===== src/rtl/vcpu_if_pkg.sv =====
package vcpu_if_pkg;
  localparam logic [1:0] ST_INV  = 2'd0;
  localparam logic [1:0] ST_PEND = 2'd1;
  localparam logic [1:0] ST_ACT  = 2'd2;
  localparam logic [1:0] ST_PACT = 2'd3;

  localparam logic [2:0] A_CTRL  = 3'd0;
  localparam logic [2:0] A_BPR   = 3'd1;
  localparam logic [2:0] A_IAR   = 3'd2;
  localparam logic [2:0] A_EOI   = 3'd3;
  localparam logic [2:0] A_HPPI  = 3'd4;
  localparam logic [2:0] A_ABPR  = 3'd5;
  localparam logic [2:0] A_AEOI  = 3'd6;
  localparam logic [2:0] A_DIR   = 3'd7;

  localparam int C_EN0  = 0;
  localparam int C_EN1  = 1;
  localparam int C_ACK  = 2;
  localparam int C_FIQ  = 3;
  localparam int C_CBPR = 4;
  localparam int C_EOIM = 9;
  localparam logic [31:0] CTRL_MASK = 32'h0000_021F;
endpackage


===== src/rtl/vcpu_lr_file.sv =====
module vcpu_lr_file import vcpu_if_pkg::*; #(
  parameter int NUM_LR = 4,
  parameter int ID_W   = 10,
  parameter int PRIO_W = 8,
  localparam int IDX_W = $clog2(NUM_LR)
) (
  input  logic                           clk_i,
  input  logic                           rst_ni,
  input  logic                           ld_wr_i,
  input  logic [IDX_W-1:0]               ld_idx_i,
  input  logic [ID_W-1:0]                ld_id_i,
  input  logic                           ld_grp_i,
  input  logic [PRIO_W-1:0]              ld_prio_i,
  input  logic [1:0]                     ld_state_i,
  input  logic                           ack_i,
  input  logic [IDX_W-1:0]               ack_idx_i,
  input  logic                           deact_i,
  input  logic [ID_W-1:0]                deact_id_i,
  output logic [NUM_LR-1:0][ID_W-1:0]    id_o,
  output logic [NUM_LR-1:0]              grp_o,
  output logic [NUM_LR-1:0][PRIO_W-1:0]  prio_o,
  output logic [NUM_LR-1:0][1:0]         state_o,
  output logic                           done_o,
  output logic [ID_W-1:0]                done_id_o
);
  logic [NUM_LR-1:0][ID_W-1:0]   id_q;
  logic [NUM_LR-1:0]             grp_q;
  logic [NUM_LR-1:0][PRIO_W-1:0] prio_q;
  logic [NUM_LR-1:0][1:0]        state_q;
  logic                          hit;
  logic [IDX_W-1:0]              hit_idx;
  logic                          done_q;
  logic [ID_W-1:0]               done_id_q;

  // lowest-index active entry carrying the ID
  always_comb begin
    hit     = 1'b0;
    hit_idx = '0;
    for (int i = 0; i < NUM_LR; i++) begin
      if (!hit && state_q[i][1] && id_q[i] == deact_id_i) begin
        hit     = 1'b1;
        hit_idx = IDX_W'(i);
      end
    end
  end

  always_ff @(posedge clk_i or negedge rst_ni) begin
    if (!rst_ni) begin
      id_q      <= '0;
      grp_q     <= '0;
      prio_q    <= '0;
      state_q   <= '0;
      done_q    <= 1'b0;
      done_id_q <= '0;
    end else begin
      if (ack_i) state_q[ack_idx_i] <= ST_ACT;
      if (deact_i && hit) state_q[hit_idx] <= {1'b0, state_q[hit_idx][0]};
      if (ld_wr_i) begin
        id_q[ld_idx_i]    <= ld_id_i;
        grp_q[ld_idx_i]   <= ld_grp_i;
        prio_q[ld_idx_i]  <= ld_prio_i;
        state_q[ld_idx_i] <= ld_state_i;
      end
      done_q    <= deact_i && hit;
      done_id_q <= deact_id_i;
    end
  end

  assign id_o      = id_q;
  assign grp_o     = grp_q;
  assign prio_o    = prio_q;
  assign state_o   = state_q;
  assign done_o    = done_q;
  assign done_id_o = done_id_q;
endmodule


===== src/rtl/vcpu_hppi_sel.sv =====
module vcpu_hppi_sel import vcpu_if_pkg::*; #(
  parameter int NUM_LR = 4,
  parameter int PRIO_W = 8,
  localparam int IDX_W = $clog2(NUM_LR)
) (
  input  logic [NUM_LR-1:0][1:0]        state_i,
  input  logic [NUM_LR-1:0]             grp_i,
  input  logic [NUM_LR-1:0][PRIO_W-1:0] prio_i,
  input  logic [1:0]                    grp_en_i,
  output logic                          found_o,
  output logic [IDX_W-1:0]              idx_o
);
  logic [NUM_LR-1:0] elig;
  logic [PRIO_W-1:0] best;

  for (genvar g = 0; g < NUM_LR; g++) begin : g_elig
    assign elig[g] = (state_i[g] == ST_PEND) && grp_en_i[grp_i[g]];
  end

  // strict compare keeps the lowest index on ties
  always_comb begin
    found_o = 1'b0;
    idx_o   = '0;
    best    = '1;
    for (int i = 0; i < NUM_LR; i++) begin
      if (elig[i] && (!found_o || prio_i[i] < best)) begin
        found_o = 1'b1;
        idx_o   = IDX_W'(i);
        best    = prio_i[i];
      end
    end
  end
endmodule


===== src/rtl/vcpu_prio_stack.sv =====
module vcpu_prio_stack #(
  parameter int DEPTH  = 4,
  parameter int PRIO_W = 8,
  localparam int IDX_W = $clog2(DEPTH),
  localparam int CNT_W = $clog2(DEPTH + 1)
) (
  input  logic              clk_i,
  input  logic              rst_ni,
  input  logic              push_i,
  input  logic [PRIO_W-1:0] push_val_i,
  input  logic              pop_i,
  output logic [PRIO_W-1:0] rpr_o,
  output logic [CNT_W-1:0]  cnt_o,
  output logic              full_o
);
  logic [DEPTH-1:0][PRIO_W-1:0] mem_q;
  logic [CNT_W-1:0]             cnt_q;
  logic [CNT_W-1:0]             top_c;

  assign top_c  = cnt_q - CNT_W'(1);
  assign full_o = (cnt_q == CNT_W'(DEPTH));
  assign rpr_o  = (cnt_q == '0) ? '1 : mem_q[top_c[IDX_W-1:0]];
  assign cnt_o  = cnt_q;

  always_ff @(posedge clk_i or negedge rst_ni) begin
    if (!rst_ni) begin
      mem_q <= '0;
      cnt_q <= '0;
    end else if (push_i && !full_o) begin
      mem_q[cnt_q[IDX_W-1:0]] <= push_val_i;
      cnt_q <= cnt_q + CNT_W'(1);
    end else if (pop_i && cnt_q != '0) begin
      cnt_q <= top_c;
    end
  end
endmodule


===== src/rtl/vcpu_if_ctrl.sv =====
module vcpu_if_ctrl import vcpu_if_pkg::*; #(
  parameter int NUM_LR = 4,
  parameter int ID_W   = 10,
  parameter int PRIO_W = 8,
  localparam int IDX_W = $clog2(NUM_LR),
  localparam int BP_W  = $clog2(PRIO_W),
  localparam int CNT_W = $clog2(NUM_LR + 1)
) (
  input  logic              clk_i,
  input  logic              rst_ni,
  input  logic              bus_wr_i,
  input  logic              bus_rd_i,
  input  logic [2:0]        bus_addr_i,
  input  logic [31:0]       bus_wdata_i,
  output logic [31:0]       bus_rdata_o,
  input  logic              ld_wr_i,
  input  logic [IDX_W-1:0]  ld_idx_i,
  input  logic [ID_W-1:0]   ld_id_i,
  input  logic              ld_grp_i,
  input  logic [PRIO_W-1:0] ld_prio_i,
  input  logic [1:0]        ld_state_i,
  output logic              virq_o,
  output logic              vfiq_o,
  output logic              done_o,
  output logic [ID_W-1:0]   done_id_o
);
  localparam logic [ID_W-1:0] ID_G1_SPUR = ID_W'(1022);
  localparam logic [ID_W-1:0] ID_NONE    = ID_W'(1023);

  logic [31:0]                   ctrl_q;
  logic [BP_W-1:0]               bpr_q, abpr_q;
  logic [NUM_LR-1:0][ID_W-1:0]   lr_id;
  logic [NUM_LR-1:0]             lr_grp;
  logic [NUM_LR-1:0][PRIO_W-1:0] lr_prio;
  logic [NUM_LR-1:0][1:0]        lr_state;
  logic                          hp_found;
  logic [IDX_W-1:0]              hp_idx;
  logic                          hp_grp;
  logic [BP_W-1:0]               eff_bp;
  logic [PRIO_W:0]               gp_wide;
  logic [PRIO_W-1:0]             hp_gp;
  logic [PRIO_W-1:0]             rpr;
  logic [CNT_W-1:0]              stk_cnt;
  logic                          stk_full;
  logic                          signal, g1_block, can_ack;
  logic                          stk_push, stk_pop, deact;
  logic                          wr_eoi, wr_dir;
  logic [ID_W-1:0]               iar_val, hppi_val;

  vcpu_hppi_sel #(.NUM_LR(NUM_LR), .PRIO_W(PRIO_W)) sel_i (
    .state_i (lr_state),
    .grp_i   (lr_grp),
    .prio_i  (lr_prio),
    .grp_en_i({ctrl_q[C_EN1], ctrl_q[C_EN0]}),
    .found_o (hp_found),
    .idx_o   (hp_idx)
  );

  assign hp_grp  = lr_grp[hp_idx];
  assign eff_bp  = (hp_grp && !ctrl_q[C_CBPR]) ? abpr_q : bpr_q;
  assign gp_wide = {(PRIO_W+1){1'b1}} << (32'(eff_bp) + 32'd1);
  assign hp_gp   = lr_prio[hp_idx] & gp_wide[PRIO_W-1:0];

  assign signal   = hp_found && (hp_gp < rpr);
  assign g1_block = hp_grp && !ctrl_q[C_ACK];
  assign can_ack  = signal && !stk_full;
  assign virq_o   = signal && (hp_grp || !ctrl_q[C_FIQ]);
  assign vfiq_o   = signal && !hp_grp && ctrl_q[C_FIQ];

  assign iar_val  = !can_ack  ? ID_NONE : g1_block ? ID_G1_SPUR : lr_id[hp_idx];
  assign hppi_val = !hp_found ? ID_NONE : g1_block ? ID_G1_SPUR : lr_id[hp_idx];

  assign stk_push = bus_rd_i && bus_addr_i == A_IAR && can_ack && !g1_block;
  assign wr_eoi   = bus_wr_i && (bus_addr_i == A_EOI || bus_addr_i == A_AEOI);
  assign wr_dir   = bus_wr_i && bus_addr_i == A_DIR;
  assign stk_pop  = wr_eoi;
  assign deact    = ctrl_q[C_EOIM] ? wr_dir : wr_eoi;

  vcpu_prio_stack #(.DEPTH(NUM_LR), .PRIO_W(PRIO_W)) stk_i (
    .clk_i     (clk_i),
    .rst_ni    (rst_ni),
    .push_i    (stk_push),
    .push_val_i(hp_gp),
    .pop_i     (stk_pop),
    .rpr_o     (rpr),
    .cnt_o     (stk_cnt),
    .full_o    (stk_full)
  );

  vcpu_lr_file #(.NUM_LR(NUM_LR), .ID_W(ID_W), .PRIO_W(PRIO_W)) lr_i (
    .clk_i     (clk_i),
    .rst_ni    (rst_ni),
    .ld_wr_i   (ld_wr_i),
    .ld_idx_i  (ld_idx_i),
    .ld_id_i   (ld_id_i),
    .ld_grp_i  (ld_grp_i),
    .ld_prio_i (ld_prio_i),
    .ld_state_i(ld_state_i),
    .ack_i     (stk_push),
    .ack_idx_i (hp_idx),
    .deact_i   (deact),
    .deact_id_i(bus_wdata_i[ID_W-1:0]),
    .id_o      (lr_id),
    .grp_o     (lr_grp),
    .prio_o    (lr_prio),
    .state_o   (lr_state),
    .done_o    (done_o),
    .done_id_o (done_id_o)
  );

  always_ff @(posedge clk_i or negedge rst_ni) begin
    if (!rst_ni) begin
      ctrl_q <= '0;
      bpr_q  <= '0;
      abpr_q <= '0;
    end else if (bus_wr_i) begin
      case (bus_addr_i)
        A_CTRL:  ctrl_q <= bus_wdata_i & CTRL_MASK;
        A_BPR:   bpr_q  <= bus_wdata_i[BP_W-1:0];
        A_ABPR:  abpr_q <= bus_wdata_i[BP_W-1:0];
        default: ;
      endcase
    end
  end

  always_comb begin
    case (bus_addr_i)
      A_CTRL:  bus_rdata_o = ctrl_q;
      A_BPR:   bus_rdata_o = 32'(bpr_q);
      A_ABPR:  bus_rdata_o = 32'(abpr_q);
      A_IAR:   bus_rdata_o = 32'(iar_val);
      A_HPPI:  bus_rdata_o = 32'(hppi_val);
      default: bus_rdata_o = '0;
    endcase
  end
endmodule


===== config.mk =====
export PLATFORM = sky130hd
export DESIGN_NAME = vcpu_if_ctrl
export DESIGN_NICKNAME = d
export VERILOG_FILES = /design/src/rtl/vcpu_if_pkg.sv /design/src/rtl/vcpu_lr_file.sv /design/src/rtl/vcpu_hppi_sel.sv /design/src/rtl/vcpu_prio_stack.sv /design/src/rtl/vcpu_if_ctrl.sv
export SDC_FILE = /design/constraint.sdc
export NUM_CORES = 1
export LEC_CHECK = 0
export BUFFER_PORTS_ARGS = -buffer_cell sky130_fd_sc_hd__buf_2
export CORE_UTILIZATION = 30
export DETAILED_ROUTE_END_ITERATION = 8
export HOLD_SLACK_MARGIN = 0.08
export PLACE_DENSITY = 0.56
export SETUP_SLACK_MARGIN = 0.5
export SKIP_CTS_REPAIR_TIMING = 1
export SLEW_MARGIN = 20
export SYNTH_ARGS = -nofsm -noshare
export SYNTH_HDL_FRONTEND = slang
export SYNTH_HIERARCHICAL = 1
export SYNTH_SLANG_ARGS = --single-unit

===== constraint.sdc =====
create_clock -name clk_i -period 14.85 [get_ports clk_i]
set_clock_uncertainty 0.15 [all_clocks]
set_input_delay 2.97 -clock clk_i [delete_from_list [all_inputs] [get_ports clk_i]]
set_output_delay 2.97 -clock clk_i [all_outputs]
set_load 0.05 [all_outputs]

==> results.md <==
Clock tree:
- The insertion delay to the later sink of the worst-skew pair is 0.44 ns.
- The cell at the root of the clock tree is sky130_fd_sc_hd__clkbuf_16.
- The CTS tree is built.
- The sink count of the clock tree is about 140.
- Buffers inserted during clock tree synthesis total 17.
- The buffer levels on the longest clock path is 2.
- Clock-pin slew was measured on the worst setup and hold paths at roughly 0.07 ns.
- The H-tree depth is 4.

Route:
- The vias after detailed routing is 6560.
- The detailed-routing iteration count for the pre-antenna-repair pass is 4.
- The remaining design rule violation count is 0.
- The count of nets left with antenna violations after detail routing is 0.
- The overall routed net length is roughly 24000 um.
- In the final routed layout, each cell accounts on average for 18.2 um.
- After detailed routing, the number of vias per cell comes to 5.01.
- The first routing iteration left approximately 400 violations.

Global route:
- Entering global routing, the biggest net connects 73 pins.
- The initial antenna violation count is 2.
- The number of global-route vias before repair came to 6534.
- The total global-route track usage is 0.161.
- For this run the aggregate overflow at the end of global routing stands at 0.
- The first global-routing pass estimated 38200 um of wire.

Die:
- The count of standard-cell rows is 63.
- After floorplanning, the core was sized to cover 29800 sq um.
- The floorplan die width is 176 um.
- The die covers approximately 31000 sq um.
- The count of pins on the block boundary is 108.
- The initial utilization of the core area, before any placement, comes to 0.306.
- The die is 176 um tall.

Timing:
- The transition time of the tightest slew-check pin is around 0.95 ns.
- The maximum clock frequency is ~73 MHz.
- The max-slew violation total from the final report came to 0.
- The max-slew headroom at the worst pin is 0.366.
- The minimum clock period after layout is 13.66 ns.
- Adding up every negative setup slack in the final design gives 0 ns.
- The number of hold violations in the final report came to 0.
- Setup repair after global routing could not meet its margin everywhere.
- Setup slack closes at between 1 and 1.5 ns.
- The final number of setup-violating endpoints is 0.
- The share of the clock period used by the worst path is 0.920.

Pwr:
- The power density of the placed cells is 151 nW/um^2.
- The share of total power dissipated in the clock network is 0.289.
- Summed over all nets, the switching power comes to approximately 600 uW.
- The share of total power dissipated in sequential elements is 0.334.
- The internal portion of total power is 974 uW.
- The switching part of the total power is 0.381.
- The leakage power of the design is 0.00474 uW.
- The final total power is between 1500 and 2000 uW.
- The maximum ir drop on the vdd rail is 75.4 uV.
- The combinational fraction of design power is 0.377.

Placed design:
- The HPWL after detailed placement is 16700 um.
- The placed cell count is 1272.
- The placed instances occupy a cell area of between 9000 and 10000 sq um.
- The congestion estimate from routability-driven global placement came to 0.833.
- At the placement stage, the worst setup path has a slack of 0.955 ns.
- The port buffer count is between 60 and 70.

Synth:
- After synthesis, the most frequently instantiated cells are sky130_fd_sc_hd__dfrtp_1 (142), sky130_fd_sc_hd__nand2_1 (140), sky130_fd_sc_hd__mux2_2 (72).
- In this run, synthesis inferred 0 flip-flops with an integrated enable.
- Yosys attributes the largest share of cell area to sky130_fd_sc_hd__dfrtp_1 (39%), sky130_fd_sc_hd__mux2_2 (8.9%), sky130_fd_sc_hd__nand2_1 (5.8%).
- The number of instances in the synthesized netlist is around 850.
- Synthesis inferred ~140 register bits.
- The most used flip-flop cell after synthesis is sky130_fd_sc_hd__dfrtp_1.
- The share of synthesized area in the top cell type comes to 0.389.
- The count of warnings emitted by yosys is 6.
- The number of library cell types mapped by synthesis is 80.
- The mean post-synth cell area is approximately 11 sq um.
- The total standard cell area after synthesis is 9130 sq um.
- The sequential share of the synthesized area is 0.389.
- The fraction of registers with async set or reset after synthesis is 1.00.
- The largest total area in the synthesized netlist belongs to sky130_fd_sc_hd__dfrtp_1.
- By instance count, the leading cell after synthesis is sky130_fd_sc_hd__dfrtp_1.

Worst setup path:
- The combined buffer and inverter count along the critical path is 2.
- The data required time at the worst endpoint is 11.73 ns.
- The kind of start point of the critical path is a flop.
- In this run the worst path has a maximum fanout of 13.
- The critical path capture point type is an output pin.
- The cell family contributing the most delay on the critical path is compound AO/OA/AOI/OAI gates.
- The delay of the slowest critical-path stage is between 0.4 and 0.5 ns.
- Data arrives at the worst endpoint at between 10 and 15 ns.
- The slowest stage of the critical path is the sky130_fd_sc_hd__mux2_2 cell.
- The critical path class is flop to output pin.

Finish:
- The post-layout instance area is between 10000 and 15000 sq um.
- Of the cells placed in the final design, the portion with a size suffix greater than 1 is 0.283.
- For this run, the post-layout net count is 1004.
- Relative to the synthesized area, the layout overhead comes to 14.2%.
- The fill cell instance count of the final layout is 3006.
- The post-route non-filler standard cell count is 1309.
- The number of antenna diodes in the final layout is 0.

Hold path:
- In this run the worst hold path is classified as flop to flop.

Job:
- The total of max-cap violations is 0.

Run status:
- The flow ran to the end, and the final reports show no timing, DRC or antenna violations.
[cells by family (layout without fill, tap and decap cells)]
logic type / count (synthesis) / in the layout / share of synthesized area
adder cells (fa/ha/maj): 35 / 35 / 0.0480
buffers and inverters: 92 / 139 / 0.0533
flip-flops: 142 / 142 / 0.389
XOR/XNOR: 45 / 45 / 0.0502
multiplexers: 131 / 131 / 0.208
AND/OR/NAND/NOR: 294 / 294 / 0.166
other: 1 / 22 / 0.000411
AO/OA/AOI/OAI: 111 / 111 / 0.0855
[layout by cell type, fill, tap and decap left out, drive strengths merged, types with 9 or more instances in the layout]
master	count
a21oi	31
buf	74
clkbuf	20
conb	22
dfrtp	142
ha	35
inv	37
mux2	98
mux4	27
nand2	143
nand3	15
nand3b	10
nand4	18
nor2	31
nor3	20
o21ai	26
o31ai	9
or2	10
xnor2	44
[routing by layer]
layer	routed length (um)	share of wire	vias up	GRT usage
li1	-	-	3106	-
met1	11800	0.50	3317	0.232
met2	11000	0.46	120	0.247
met3	767	0.032	15	0.0282
met4	213	0.0090	2	0.0381
met5	13	0.00055	-	0
[flip-flops by register name, summed over array words and instances, names as in the netlist]
signal          flops
ctrl_q              6
lr_i/done_o         1
lr_i/state_o        8
lr_i/id_o          40
bpr_q               3
abpr_q              3
lr_i/prio_o        32
stk_i/mem_q        32
stk_i/cnt_o         3
lr_i/done_id_o     10
lr_i/grp_o          4
[path summary, 6_finish.rpt]
| path | start | end | slack, ns | depth (start not counted) |
|---|---|---|---|---|
| setup / recovery | lr_i/grp_o[0] | bus_rdata_o[2] | 1.19 | 41 |
| min in group asynchronous | rst_ni | ctrl_q[3] | 2.37 | 1 |
| max in group asynchronous | rst_ni | bpr_q[0] | 10.81 | 2 |
| hold reg to reg | stk_i/mem_q[10] | stk_i/mem_q[10] | 0.35 | 1 |
| hold / removal | stk_i/mem_q[10] | stk_i/mem_q[10] | 0.35 | 1 |
| setup reg to reg | lr_i/grp_o[0] | stk_i/mem_q[23] | 2.81 | 44 |
[power groups by stage]
stage                     combinational [uW]  clock [uW]  sequential (uW)
after floorplan                          458           0              506
after global placement                   576           0              531
after detailed placement                 583           0              534
after CTS                                588         465              527
after global routing                     653         481              537
final                                    593         455              526
[area by class of cell]
class,count,area [sq um],share of cell area
timing repair buffer,74,439,0.0421
clock inverter,12,150,0.0144
inverter,33,124,0.0119
multi-input combinational,638,5210,0.499
sequential,142,3550,0.341
tap,390,488,0.0468
clock buffer,20,467,0.0448
[per-stage QoR]
step	hold slack (ns)	utilization
after global routing	0.373	0.350
final	0.354	0.350
after global placement	0.339	0.326
after detailed placement	0.339	0.326
after CTS	0.357	0.347
after floorplan	0.313	-
(Power assumes the default switching activity.)
